==> config.mk <==
export PLATFORM = sky130hd
export DESIGN_NAME = ir_rxq
export DESIGN_NICKNAME = d
export VERILOG_FILES = /design/src/rtl/ir_rxq_pkg.sv /design/src/rtl/ir_rxq_fifo.sv /design/src/rtl/ir_rxq_flags.sv /design/src/rtl/ir_rxq_regs.sv /design/src/rtl/ir_rxq.sv
export SDC_FILE = /design/constraint.sdc
export NUM_CORES = 1
export LEC_CHECK = 0
export ABC_AREA = 1
export CAP_MARGIN = 20
export CORE_UTILIZATION = 30
export CTS_CLUSTER_SIZE = 8
export DETAILED_ROUTE_END_ITERATION = 7
export PLACE_DENSITY_LB_ADDON = 0.1
export SLEW_MARGIN = 0
export SYNTH_ARGS = -nofsm -noshare
export SYNTH_HDL_FRONTEND = slang
export SYNTH_SLANG_ARGS = --single-unit
==> constraint.sdc <==
create_clock -name clk -period 1.55 [get_ports clk]
set_input_delay 0.31 -clock clk [delete_from_list [all_inputs] [get_ports clk]]
set_output_delay 0.31 -clock clk [all_outputs]
set_load 0.02 [all_outputs]
==> src/rtl/ir_rxq_pkg.sv <==
package ir_rxq_pkg;
  localparam int REG_AW = 2;

  typedef enum logic [REG_AW-1:0] {
    RA_DATA = 2'd0,
    RA_STAT = 2'd1,
    RA_IEN  = 2'd2,
    RA_NONE = 2'd3
  } reg_addr_e;

  // bit positions shared by the status and enable words
  localparam int B_OVF   = 0;
  localparam int B_PE    = 1;
  localparam int B_DA    = 4;
  localparam int B_FIELD = 8;

  // flag vector order inside the block
  localparam int NFLAG = 3;
  localparam int F_OVF = 0;
  localparam int F_PE  = 1;
  localparam int F_DA  = 2;
endpackage

==> src/rtl/ir_rxq_fifo.sv <==
module ir_rxq_fifo #(
  parameter int DEPTH  = 16,
  parameter int DATA_W = 8,
  localparam int AW    = $clog2(DEPTH),
  localparam int CW    = AW + 1
) (
  input  logic              clk,
  input  logic              rst_n,
  input  logic              push_vld,
  input  logic [DATA_W-1:0] push_data,
  input  logic              pop_req,
  output logic [DATA_W-1:0] rd_data,
  output logic [CW-1:0]     count,
  output logic              full,
  output logic              push_drop
);
  logic [AW-1:0]     wr_ptr_q, wr_ptr_d;
  logic [AW-1:0]     rd_ptr_q, rd_ptr_d;
  logic [CW-1:0]     cnt_q, cnt_d;
  logic              empty, do_pop, do_push;
  logic [DATA_W-1:0] mem [DEPTH];

  assign empty     = (cnt_q == '0);
  assign full      = (cnt_q == CW'(DEPTH));
  assign do_pop    = pop_req && !empty;
  assign do_push   = push_vld && (!full || do_pop);
  assign push_drop = push_vld && !do_push;

  // storage: one clock-enabled byte register per entry, no reset
  for (genvar i = 0; i < DEPTH; i++) begin : g_ent
    logic ent_en;
    assign ent_en = do_push && (wr_ptr_q == AW'(i));
    always_ff @(posedge clk) begin
      if (ent_en) mem[i] <= push_data;
    end
  end

  always_comb begin
    wr_ptr_d = wr_ptr_q;
    rd_ptr_d = rd_ptr_q;
    cnt_d    = cnt_q;
    if (do_push) wr_ptr_d = wr_ptr_q + AW'(1);
    if (do_pop)  rd_ptr_d = rd_ptr_q + AW'(1);
    case ({do_push, do_pop})
      2'b10:   cnt_d = cnt_q + CW'(1);
      2'b01:   cnt_d = cnt_q - CW'(1);
      default: cnt_d = cnt_q;
    endcase
  end

  always_ff @(posedge clk or negedge rst_n) begin
    if (!rst_n) begin
      wr_ptr_q <= '0;
      rd_ptr_q <= '0;
      cnt_q    <= '0;
    end else begin
      wr_ptr_q <= wr_ptr_d;
      rd_ptr_q <= rd_ptr_d;
      cnt_q    <= cnt_d;
    end
  end

  assign rd_data = empty ? '0 : mem[rd_ptr_q];
  assign count   = cnt_q;
endmodule

==> src/rtl/ir_rxq_flags.sv <==
module ir_rxq_flags #(
  parameter int NF = 3
) (
  input  logic          clk,
  input  logic          rst_n,
  input  logic [NF-1:0] set_i,
  input  logic [NF-1:0] clr_i,
  output logic [NF-1:0] flag_o
);
  logic [NF-1:0] flag_q, flag_d;

  // per flag: setting has priority over a simultaneous clear
  for (genvar i = 0; i < NF; i++) begin : g_flag
    always_comb begin
      if (set_i[i])      flag_d[i] = 1'b1;
      else if (clr_i[i]) flag_d[i] = 1'b0;
      else               flag_d[i] = flag_q[i];
    end
  end

  always_ff @(posedge clk or negedge rst_n) begin
    if (!rst_n) flag_q <= '0;
    else        flag_q <= flag_d;
  end

  assign flag_o = flag_q;
endmodule

==> src/rtl/ir_rxq_regs.sv <==
module ir_rxq_regs
  import ir_rxq_pkg::*;
#(
  parameter int BUS_W  = 32,
  parameter int DATA_W = 8,
  parameter int CW     = 5
) (
  input  logic              clk,
  input  logic              rst_n,
  input  logic              bus_wr,
  input  logic              bus_rd,
  input  logic [REG_AW-1:0] bus_addr,
  input  logic [BUS_W-1:0]  bus_wdata,
  output logic [BUS_W-1:0]  bus_rdata,
  input  logic [DATA_W-1:0] fifo_data,
  input  logic [CW-1:0]     fifo_count,
  input  logic [NFLAG-1:0]  flags,
  output logic              pop_req,
  output logic [NFLAG-1:0]  clr,
  output logic [CW-1:0]     trig,
  output logic              irq
);
  logic [NFLAG-1:0] en_q, en_d;
  logic [CW-1:0]    trig_q, trig_d;
  logic             wr_ien, wr_stat;
  logic             unused_wdata;

  assign unused_wdata = ^bus_wdata;

  assign wr_ien  = bus_wr && (bus_addr == RA_IEN);
  assign wr_stat = bus_wr && (bus_addr == RA_STAT);
  assign pop_req = bus_rd && (bus_addr == RA_DATA);

  always_comb begin
    clr = '0;
    if (wr_stat) begin
      clr[F_OVF] = bus_wdata[B_OVF];
      clr[F_PE]  = bus_wdata[B_PE];
      clr[F_DA]  = bus_wdata[B_DA];
    end
  end

  always_comb begin
    en_d   = en_q;
    trig_d = trig_q;
    if (wr_ien) begin
      en_d[F_OVF] = bus_wdata[B_OVF];
      en_d[F_PE]  = bus_wdata[B_PE];
      en_d[F_DA]  = bus_wdata[B_DA];
      trig_d      = bus_wdata[B_FIELD +: CW];
    end
  end

  always_ff @(posedge clk or negedge rst_n) begin
    if (!rst_n) begin
      en_q   <= '0;
      trig_q <= '0;
    end else begin
      en_q   <= en_d;
      trig_q <= trig_d;
    end
  end

  always_comb begin
    bus_rdata = '0;
    case (bus_addr)
      RA_DATA: bus_rdata[DATA_W-1:0] = fifo_data;
      RA_STAT: begin
        bus_rdata[B_OVF]         = flags[F_OVF];
        bus_rdata[B_PE]          = flags[F_PE];
        bus_rdata[B_DA]          = flags[F_DA];
        bus_rdata[B_FIELD +: CW] = fifo_count;
      end
      RA_IEN: begin
        bus_rdata[B_OVF]         = en_q[F_OVF];
        bus_rdata[B_PE]          = en_q[F_PE];
        bus_rdata[B_DA]          = en_q[F_DA];
        bus_rdata[B_FIELD +: CW] = trig_q;
      end
      default: bus_rdata = '0;
    endcase
  end

  assign trig = trig_q;
  assign irq  = |(flags & en_q);
endmodule

==> src/rtl/ir_rxq.sv <==
module ir_rxq
  import ir_rxq_pkg::*;
#(
  parameter int DEPTH  = 16,
  parameter int DATA_W = 8,
  parameter int BUS_W  = 32,
  localparam int CW    = $clog2(DEPTH) + 1
) (
  input  logic              clk,
  input  logic              rst_n,
  input  logic              push_vld,
  input  logic [DATA_W-1:0] push_data,
  input  logic              pkt_end,
  input  logic              bus_wr,
  input  logic              bus_rd,
  input  logic [REG_AW-1:0] bus_addr,
  input  logic [BUS_W-1:0]  bus_wdata,
  output logic [BUS_W-1:0]  bus_rdata,
  output logic              irq
);
  logic              rst_meta_n, rst_q_n;
  logic              pop_req, fifo_full, push_drop;
  logic [DATA_W-1:0] fifo_data;
  logic [CW-1:0]     fifo_count, trig;
  logic [NFLAG-1:0]  flag_set, flag_clr, flags;

  // asynchronous assertion, synchronous release
  always_ff @(posedge clk or negedge rst_n) begin
    if (!rst_n) begin
      rst_meta_n <= 1'b0;
      rst_q_n    <= 1'b0;
    end else begin
      rst_meta_n <= 1'b1;
      rst_q_n    <= rst_meta_n;
    end
  end

  ir_rxq_fifo #(.DEPTH(DEPTH), .DATA_W(DATA_W)) u_fifo (
    .clk       (clk),
    .rst_n     (rst_q_n),
    .push_vld  (push_vld),
    .push_data (push_data),
    .pop_req   (pop_req),
    .rd_data   (fifo_data),
    .count     (fifo_count),
    .full      (fifo_full),
    .push_drop (push_drop)
  );

  always_comb begin
    flag_set        = '0;
    flag_set[F_OVF] = push_drop;
    flag_set[F_PE]  = pkt_end;
    flag_set[F_DA]  = (fifo_count > trig);
  end

  ir_rxq_flags #(.NF(NFLAG)) u_flags (
    .clk    (clk),
    .rst_n  (rst_q_n),
    .set_i  (flag_set),
    .clr_i  (flag_clr),
    .flag_o (flags)
  );

  ir_rxq_regs #(.BUS_W(BUS_W), .DATA_W(DATA_W), .CW(CW)) u_regs (
    .clk        (clk),
    .rst_n      (rst_q_n),
    .bus_wr     (bus_wr),
    .bus_rd     (bus_rd),
    .bus_addr   (bus_addr),
    .bus_wdata  (bus_wdata),
    .bus_rdata  (bus_rdata),
    .fifo_data  (fifo_data),
    .fifo_count (fifo_count),
    .flags      (flags),
    .pop_req    (pop_req),
    .clr        (flag_clr),
    .trig       (trig),
    .irq        (irq)
  );
endmodule

# [Word-level counts from Yosys, hierarchy flattened]
# Memories as Yosys holds them, arrays and structs flattened.
# Cells that the tools add are included.
[word_totals] out_inout_bits=33 wordCells=177 n_memories=1 input_bits=48 register_bits=26 mem_bits_rw=128
[mem_list] name="u_fifo.mem" depth=16 word_bits=8 read_ports=1 rd_ports_with_merged_regs=0 write_ports=1 line_no="ir_rxq_fifo.sv:21" rtl="logic [DATA_W-1:0] mem [DEPTH];"
[op_classes] reduce_logical=49 magnitude_cmp=1 muxes=91 eq_ne=20 n_addsub=4 bitwise_logic=1
[op_table] cell="8-bit 2-to-1 mux" n=16
[op_table] cell="8-bit OR reduction" n=15
[op_table] cell="4-bit 2-to-1 mux" n=15
[op_table] cell="1-bit 2-to-1 mux" n=53
[op_table] cell="4-bit equality test (second input constant)" n=8
[op_table] cell="1-bit logical AND" n=22
[op_table] cell="5-bit case mux with 2 select lines" n=2
[op_table] cell="4-bit by 3-bit equality test with 1-bit output (second input constant)" n=4
[op_table] cell="4-bit by 1-bit adder with 4-bit output (second input constant)" n=2
[op_table] cell="4-bit by 2-bit equality test with 1-bit output (second input constant)" n=2
[op_table] cell="2-bit nonzero test" n=4
[op_table] cell="3-bit 2-to-1 mux" n=2
[op_table] cell="2-bit case mux with 3 select lines" n=1
[op_table] cell="5-bit by 1-bit adder with 5-bit output (second input constant)" n=1
[op_table] cell="5-bit equality test (second input constant)" n=1
[op_table] cell="5-bit > comparator" n=1
[op_table] cell="5-bit zero test" n=1
[op_table] cell="5-bit by 1-bit subtractor with 5-bit output (second input constant)" n=1
[op_table] cell="2-bit by 1-bit equality test with 1-bit output (second input constant)" n=2
[op_table] cell="2-bit equality test (second input constant)" n=2
[op_table] cell="4-bit by 1-bit equality test with 1-bit output (second input constant)" n=1
[op_table] cell="4-bit zero test" n=1
[op_table] cell="3-bit bitwise AND" n=1
[op_table] cell="1-bit zero test" n=3
[op_table] cell="5 further kinds" n=5

# [Longest topological paths before layout]
[logic_depth] word_depth=24 ltp_mapped=16 ltp_nobuf=16

# [Hierarchy]
# From an unflattened synthesis, not the netlist that was laid out.
[hier_totals] hier_cells=697 hier_area_um2=7123.1
[by_module_without_submodules] mod="ir_rxq_fifo" cells_each=538 area_each_um2=6028.3 seq_area_each_um2=4169.0 instances=1
[by_module_without_submodules] mod="ir_rxq_regs" cells_each=118 area_each_um2=777.0 seq_area_each_um2=200.2 instances=1
[by_module_without_submodules] mod="ir_rxq" cells_each=26 area_each_um2=197.7 seq_area_each_um2=50.0 instances=1
[by_module_without_submodules] mod="ir_rxq_flags" cells_each=15 area_each_um2=120.1 seq_area_each_um2=75.1 instances=1

# [Worst setup path after synthesis]
# No wires, ideal clock.
[synth_timing] path_type="flip-flop to flip-flop" start="reg u_fifo.cnt_q[1], in the netlist u_fifo.count[1]" end="reg u_fifo.cnt_q[4], in the netlist u_fifo.count[4]" arrival_time_ns=1.879 t_required_ns=1.437 slack_ns=-0.443 setup_ns=0.113 path_stages_with_launch=15 path_buffers=0 synth_period_minus_slack_ns=1.993 cell_sequence="dfrtp_1 > nor2_4 > nand4_4 > nand2_4 > inv_4 > nand2_2 > inv_1 > ha_1 > a21oi_1 > o21ai_0 > or2_1 > nand2_1 > nand2_1 > nand2_1 > inv_1"
[synth_between] elab_chain_cells=7 word_cells_on_any_way=13 cone_classes="add/sub (2); eq/ne (3); mux (1); reduce/logical (7)"
[synth_lines] element="start, declared" line_no="ir_rxq_fifo.sv:19" rtl="logic [CW-1:0] cnt_q, cnt_d;"
[synth_lines] element="start signal, assigned" line_no="ir_rxq_fifo.sv:59" rtl="cnt_q <= cnt_d;"
[synth_lines] element="5-bit zero test" line_no="ir_rxq_fifo.sv:23" rtl="assign empty = (cnt_q == '0);"
[synth_lines] element="1-bit zero test" line_no="ir_rxq_fifo.sv:25" rtl="assign do_pop = pop_req && !empty;"
[synth_lines] element="1-bit logical AND" line_no="ir_rxq_fifo.sv:25"
[synth_lines] element="1-bit logical OR" line_no="ir_rxq_fifo.sv:26" rtl="assign do_push = push_vld && (!full || do_pop);"
[synth_lines] element="1-bit logical AND" line_no="ir_rxq_fifo.sv:26"
[synth_lines] element="2-bit by 1-bit equality test with 1-bit output or 2-bit equality test (tied branches)" line_no="ir_rxq_fifo.sv:44" rtl="case ({do_push, do_pop})"
[synth_lines] element="5-bit case mux with 2 select lines or 2-bit nonzero test (tied branches)"
# Several ways; a longest one is shown, not always the timed one.
# A chain may end at the register's enable or synchronous reset.

# [Final worst setup path]
[layout_timing] start="reg u_fifo.rd_ptr_q[0]" end="out bus_rdata[2]"
[layout_between] elab_chain_cells=3
[layout_lines] element="start, declared" line_no="ir_rxq_fifo.sv:18" rtl="logic [AW-1:0] rd_ptr_q, rd_ptr_d;"
[layout_lines] element="start signal, assigned" line_no="ir_rxq_fifo.sv:58" rtl="rd_ptr_q <= rd_ptr_d;"
[layout_lines] element="memory read 16 x 8 bit"
[layout_lines] element="8-bit 2-to-1 mux" line_no="ir_rxq_fifo.sv:63" rtl="assign rd_data = empty ? '0 : mem[rd_ptr_q];"
[layout_lines] element="2-bit 2-to-1 mux" line_no="ir_rxq_regs.sv:66" rtl="case (bus_addr)"
[layout_lines] element="end, declared" line_no="ir_rxq.sv:18" rtl="output logic [BUS_W-1:0] bus_rdata,"
# No other way between the ends.

==> flow_summary.ini <==
[clock_tree]
cts_tree = done
clkLatencyLatePin_ns = 0.42
cts_root_buf = clkbuf_16
cts_htree_levels = 4
cts_buffer_depth = 2
cts_buffers = 17
hold_buffers = 0
cts.sinks = 154
path_clk_slew_ns = 0.07

[run]
max-cap-violations = 0

[floorplan]
start_util_pct = 30.5
die_y_um = 156
dieArea_sq_um = 24400
ios = 81
fp.dieW_um = 156
std_cell_rows = 56
coreArea_sq_um = 23400

[setup_path]
path_cells = clkinv_4 > buf_6 > buf_12 > buf_4 > nor2_1 > nor2_1 > o21ai_1 > o211ai_1 > nand3_1 > a21oi_4 > buf_6
critPathSlowestCell = dfrtp_2
cp-end-kind = primary output
path_max_fanout = 6
cp_data_required_time_ns = 1.24
worstSetupStartpointType = flip-flop
crit_type = flip-flop to primary output
cp.arrival_ns = 2.01
max_stage_delay_ns = 0.45
crit_cells = 11
path_buf_inv = 5
crit_family = buffers and inverters
rr_worst_depth = 10

[finish]
area.growth.synth_to_final_pct = 42.2
num-nets-final = 871
fillers = 2224
layout-drive-gt1-share_pct = 32.8
post-route-util_pct = 43.3
multi_input_area_sq_um = 2680
num_antenna_cells = 0
regArea_sq_um = 4500

[global_route]
track_usage_pct = 16.5
grt_pass1_vias = 5132
grt-ovfl-total = 0
grt_max_degree = 31
grt_antenna_before_repair = 0
grt_pass1_wl_um = 29300

[drt]
wl_per_cell_um = 17.0
met3_length_um = 593
drtAntennaViolNets = 0
first_pass_iters = 4
wl_um = 19300
wl_met1_um = 8860
top_layer_used = met4
drt_iter0_drc = 360
vias_per_cell = 4.50
met2RoutedLength_um = 9540
vias = 5111
drc = 0

[pwr]
pwr-share-comb_pct = 46.9
switching_share_pct = 37.3
power_density_nw_per_um2 = 1720
ir_worst_vdd_v = 0.000919
static-leakage-power_nw = 3.99
p_int_mw = 11.0
seqPwrFrac_pct = 30.5
p_sw_mw = 6.52
clkPwrFrac_pct = 22.6

[sta]
fin_worst_skew_ns = 0.00983
setup_viol = 149
period_minus_slack_ns = 2.32
rsz0062_at_grt = true
layout_setup_ws_ns = -0.768
fmax_mhz = 431
finalCritPeriodShare_pct = 150
final_hold_viol_count = 0
holdWs_ns = 0.0425
slew_viol_final = 0

[logic_synthesis]
yosysMostFrequentCell = nand2_1
ys_ff_latch = 154
synth_area_leaders = edfxtp_1, dfrtp_1, nand2_1, nor2_1, nand3_1
synth_flop_cell = edfxtp_1
async_flop_share_pct = 16.9
synthCells = 668
ys_types = 35
post_synth.cell_area_avg_sq_um = 10.7
ys_seq_area_share_pct = 63.0
syn_area_sq_um = 7130
synth_top_area_share_pct = 53.9
ys_top_cells_by_count = nand2_1, edfxtp_1, nor2_1
yosysTopAreaCell = edfxtp_1
synthesis.yosys.warnings = 0
synth-edff-count = 128

[min_path]
hold_class = input pin to async pin

[outcome]
outcome = finished with violations
violations = setup timing

[placed_design]
io_buffers = 37
pre_cts_slack_ns = -0.866
routabilityCongestion = 0.834
dp_hpwl_um = 12300
-- sequential cells by signal, indices dropped and copies added (netlist names) --
register and flops:
u_regs.trig 5, u_fifo.rd_ptr_q 4, u_fifo.mem 128, u_flags.flag_o 3, rst_meta_n 1, u_fifo.wr_ptr_q 4
rst_q_n 1, u_regs.en_q 3, u_fifo.count 5
-- stage by stage --
stage	instances	instance area, sq um	setup TNS [ns]	power [mW]
4_1_cts	1128	9810	-33.17	16.9
5_1_grt	1137	10100	-69.59	18.5
2_1_floorplan	686	7470	-14.44	9.43
6_report	1137	10100	-56.63	17.5
3_5_place_dp	1076	8800	-107.58	11.8
3_3_place_gp	1076	8800	-105.50	11.8
-- worst paths after layout --
check,start,end,slack [ns]
min,rst_n,rst_meta_n$_DFF_PN0_,0.04
min reg2reg,rst_q_n$_DFF_PN0_,u_fifo.wr_ptr_q[3]$_DFFE_PN0P_,0.11
max reg2reg,u_fifo.count[3]$_DFFE_PN0P_,u_fifo.mem[10][1]$_DFFE_PP_,-0.42
min in group clk,rst_meta_n$_DFF_PN0_,rst_q_n$_DFF_PN0_,0.36
max in group asynchronous,rst_q_n$_DFF_PN0_,u_fifo.rd_ptr_q[0]$_DFFE_PN0N_,1.01
max,u_fifo.rd_ptr_q[0]$_DFFE_PN0N_,bus_rdata[2],-0.77
-- cell type report --
class	instances	share of cell area, %
sequential	154	44.4
clock buffer	19	4.27
clock inverter	13	1.21
tap	319	3.94
timing repair buffer	147	17.0
inverter	69	2.76
multi-input combinational	416	26.4
-- power groups by stage --
stage / Sequential, mW / Combinational, mW / Clock, mW
after floorplan: 5.37 / 4.07 / 0
after global placement: 5.39 / 6.38 / 0
after detailed placement: 5.40 / 6.43 / 0
after CTS: 5.34 / 7.58 / 4.01
after global routing: 5.39 / 8.89 / 4.19
final: 5.34 / 8.19 / 3.95
-- layer usage --
layer | global-route usage, % | up-vias
li1 | - | 2483
met1 | 21.5 | 2516
met2 | 27.1 | 93
met3 | 3.39 | 19
met4 | 5.88 | 0
met5 | 0 | -
-- what timing repair did --
action                                  4_1_cts  5_1_grt
setup buffers                                17       13
pin swaps                                    23       32
cloned                                        4        2
resized for setup                           142       67
endpoints found under the setup margin      147      152
-- layout by cell type (no fill, tap or decap), types with 12 or more instances in the layout --
| master | Yosys | layout |
|---|---|---|
| edfxtp_1 | 128 | 128 |
| nand2_1 | 137 | 109 |
| buf_4 | 24 | 58 |
| inv_1 | 63 | 57 |
| nor2_1 | 72 | 54 |
| o21ai_0 | 40 | 34 |
| nand3_1 | 49 | 34 |
| buf_6 | 8 | 34 |
| buf_12 | 0 | 28 |
| dfrtp_1 | 26 | 23 |
| nand2_2 | 1 | 22 |
| clkdlybuf4s50_1 | 0 | 21 |
| conb_1 | 2 | 20 |
| nor2_4 | 2 | 19 |
| clkbuf_16 | 0 | 19 |
| o21ai_1 | 13 | 18 |
| nand3_2 | 0 | 13 |
| a21oi_2 | 0 | 12 |
-- logic make-up (layout without fill, tap and decap cells) --
kind of cell    Yosys count  count (layout)  share of synthesized area (%)
compound gates           97              97                           7.39
simple gates            272             272                           16.5
mux                       1               1                          0.158
xor+xnor                  8               8                           1.09
other cells               2              20                          0.105
fa+ha+maj                18              18                           3.26
flops                   154             154                           63.0
buf+inv                 116             248                           8.44
Note: power is estimated with default switching activity, not from simulation.
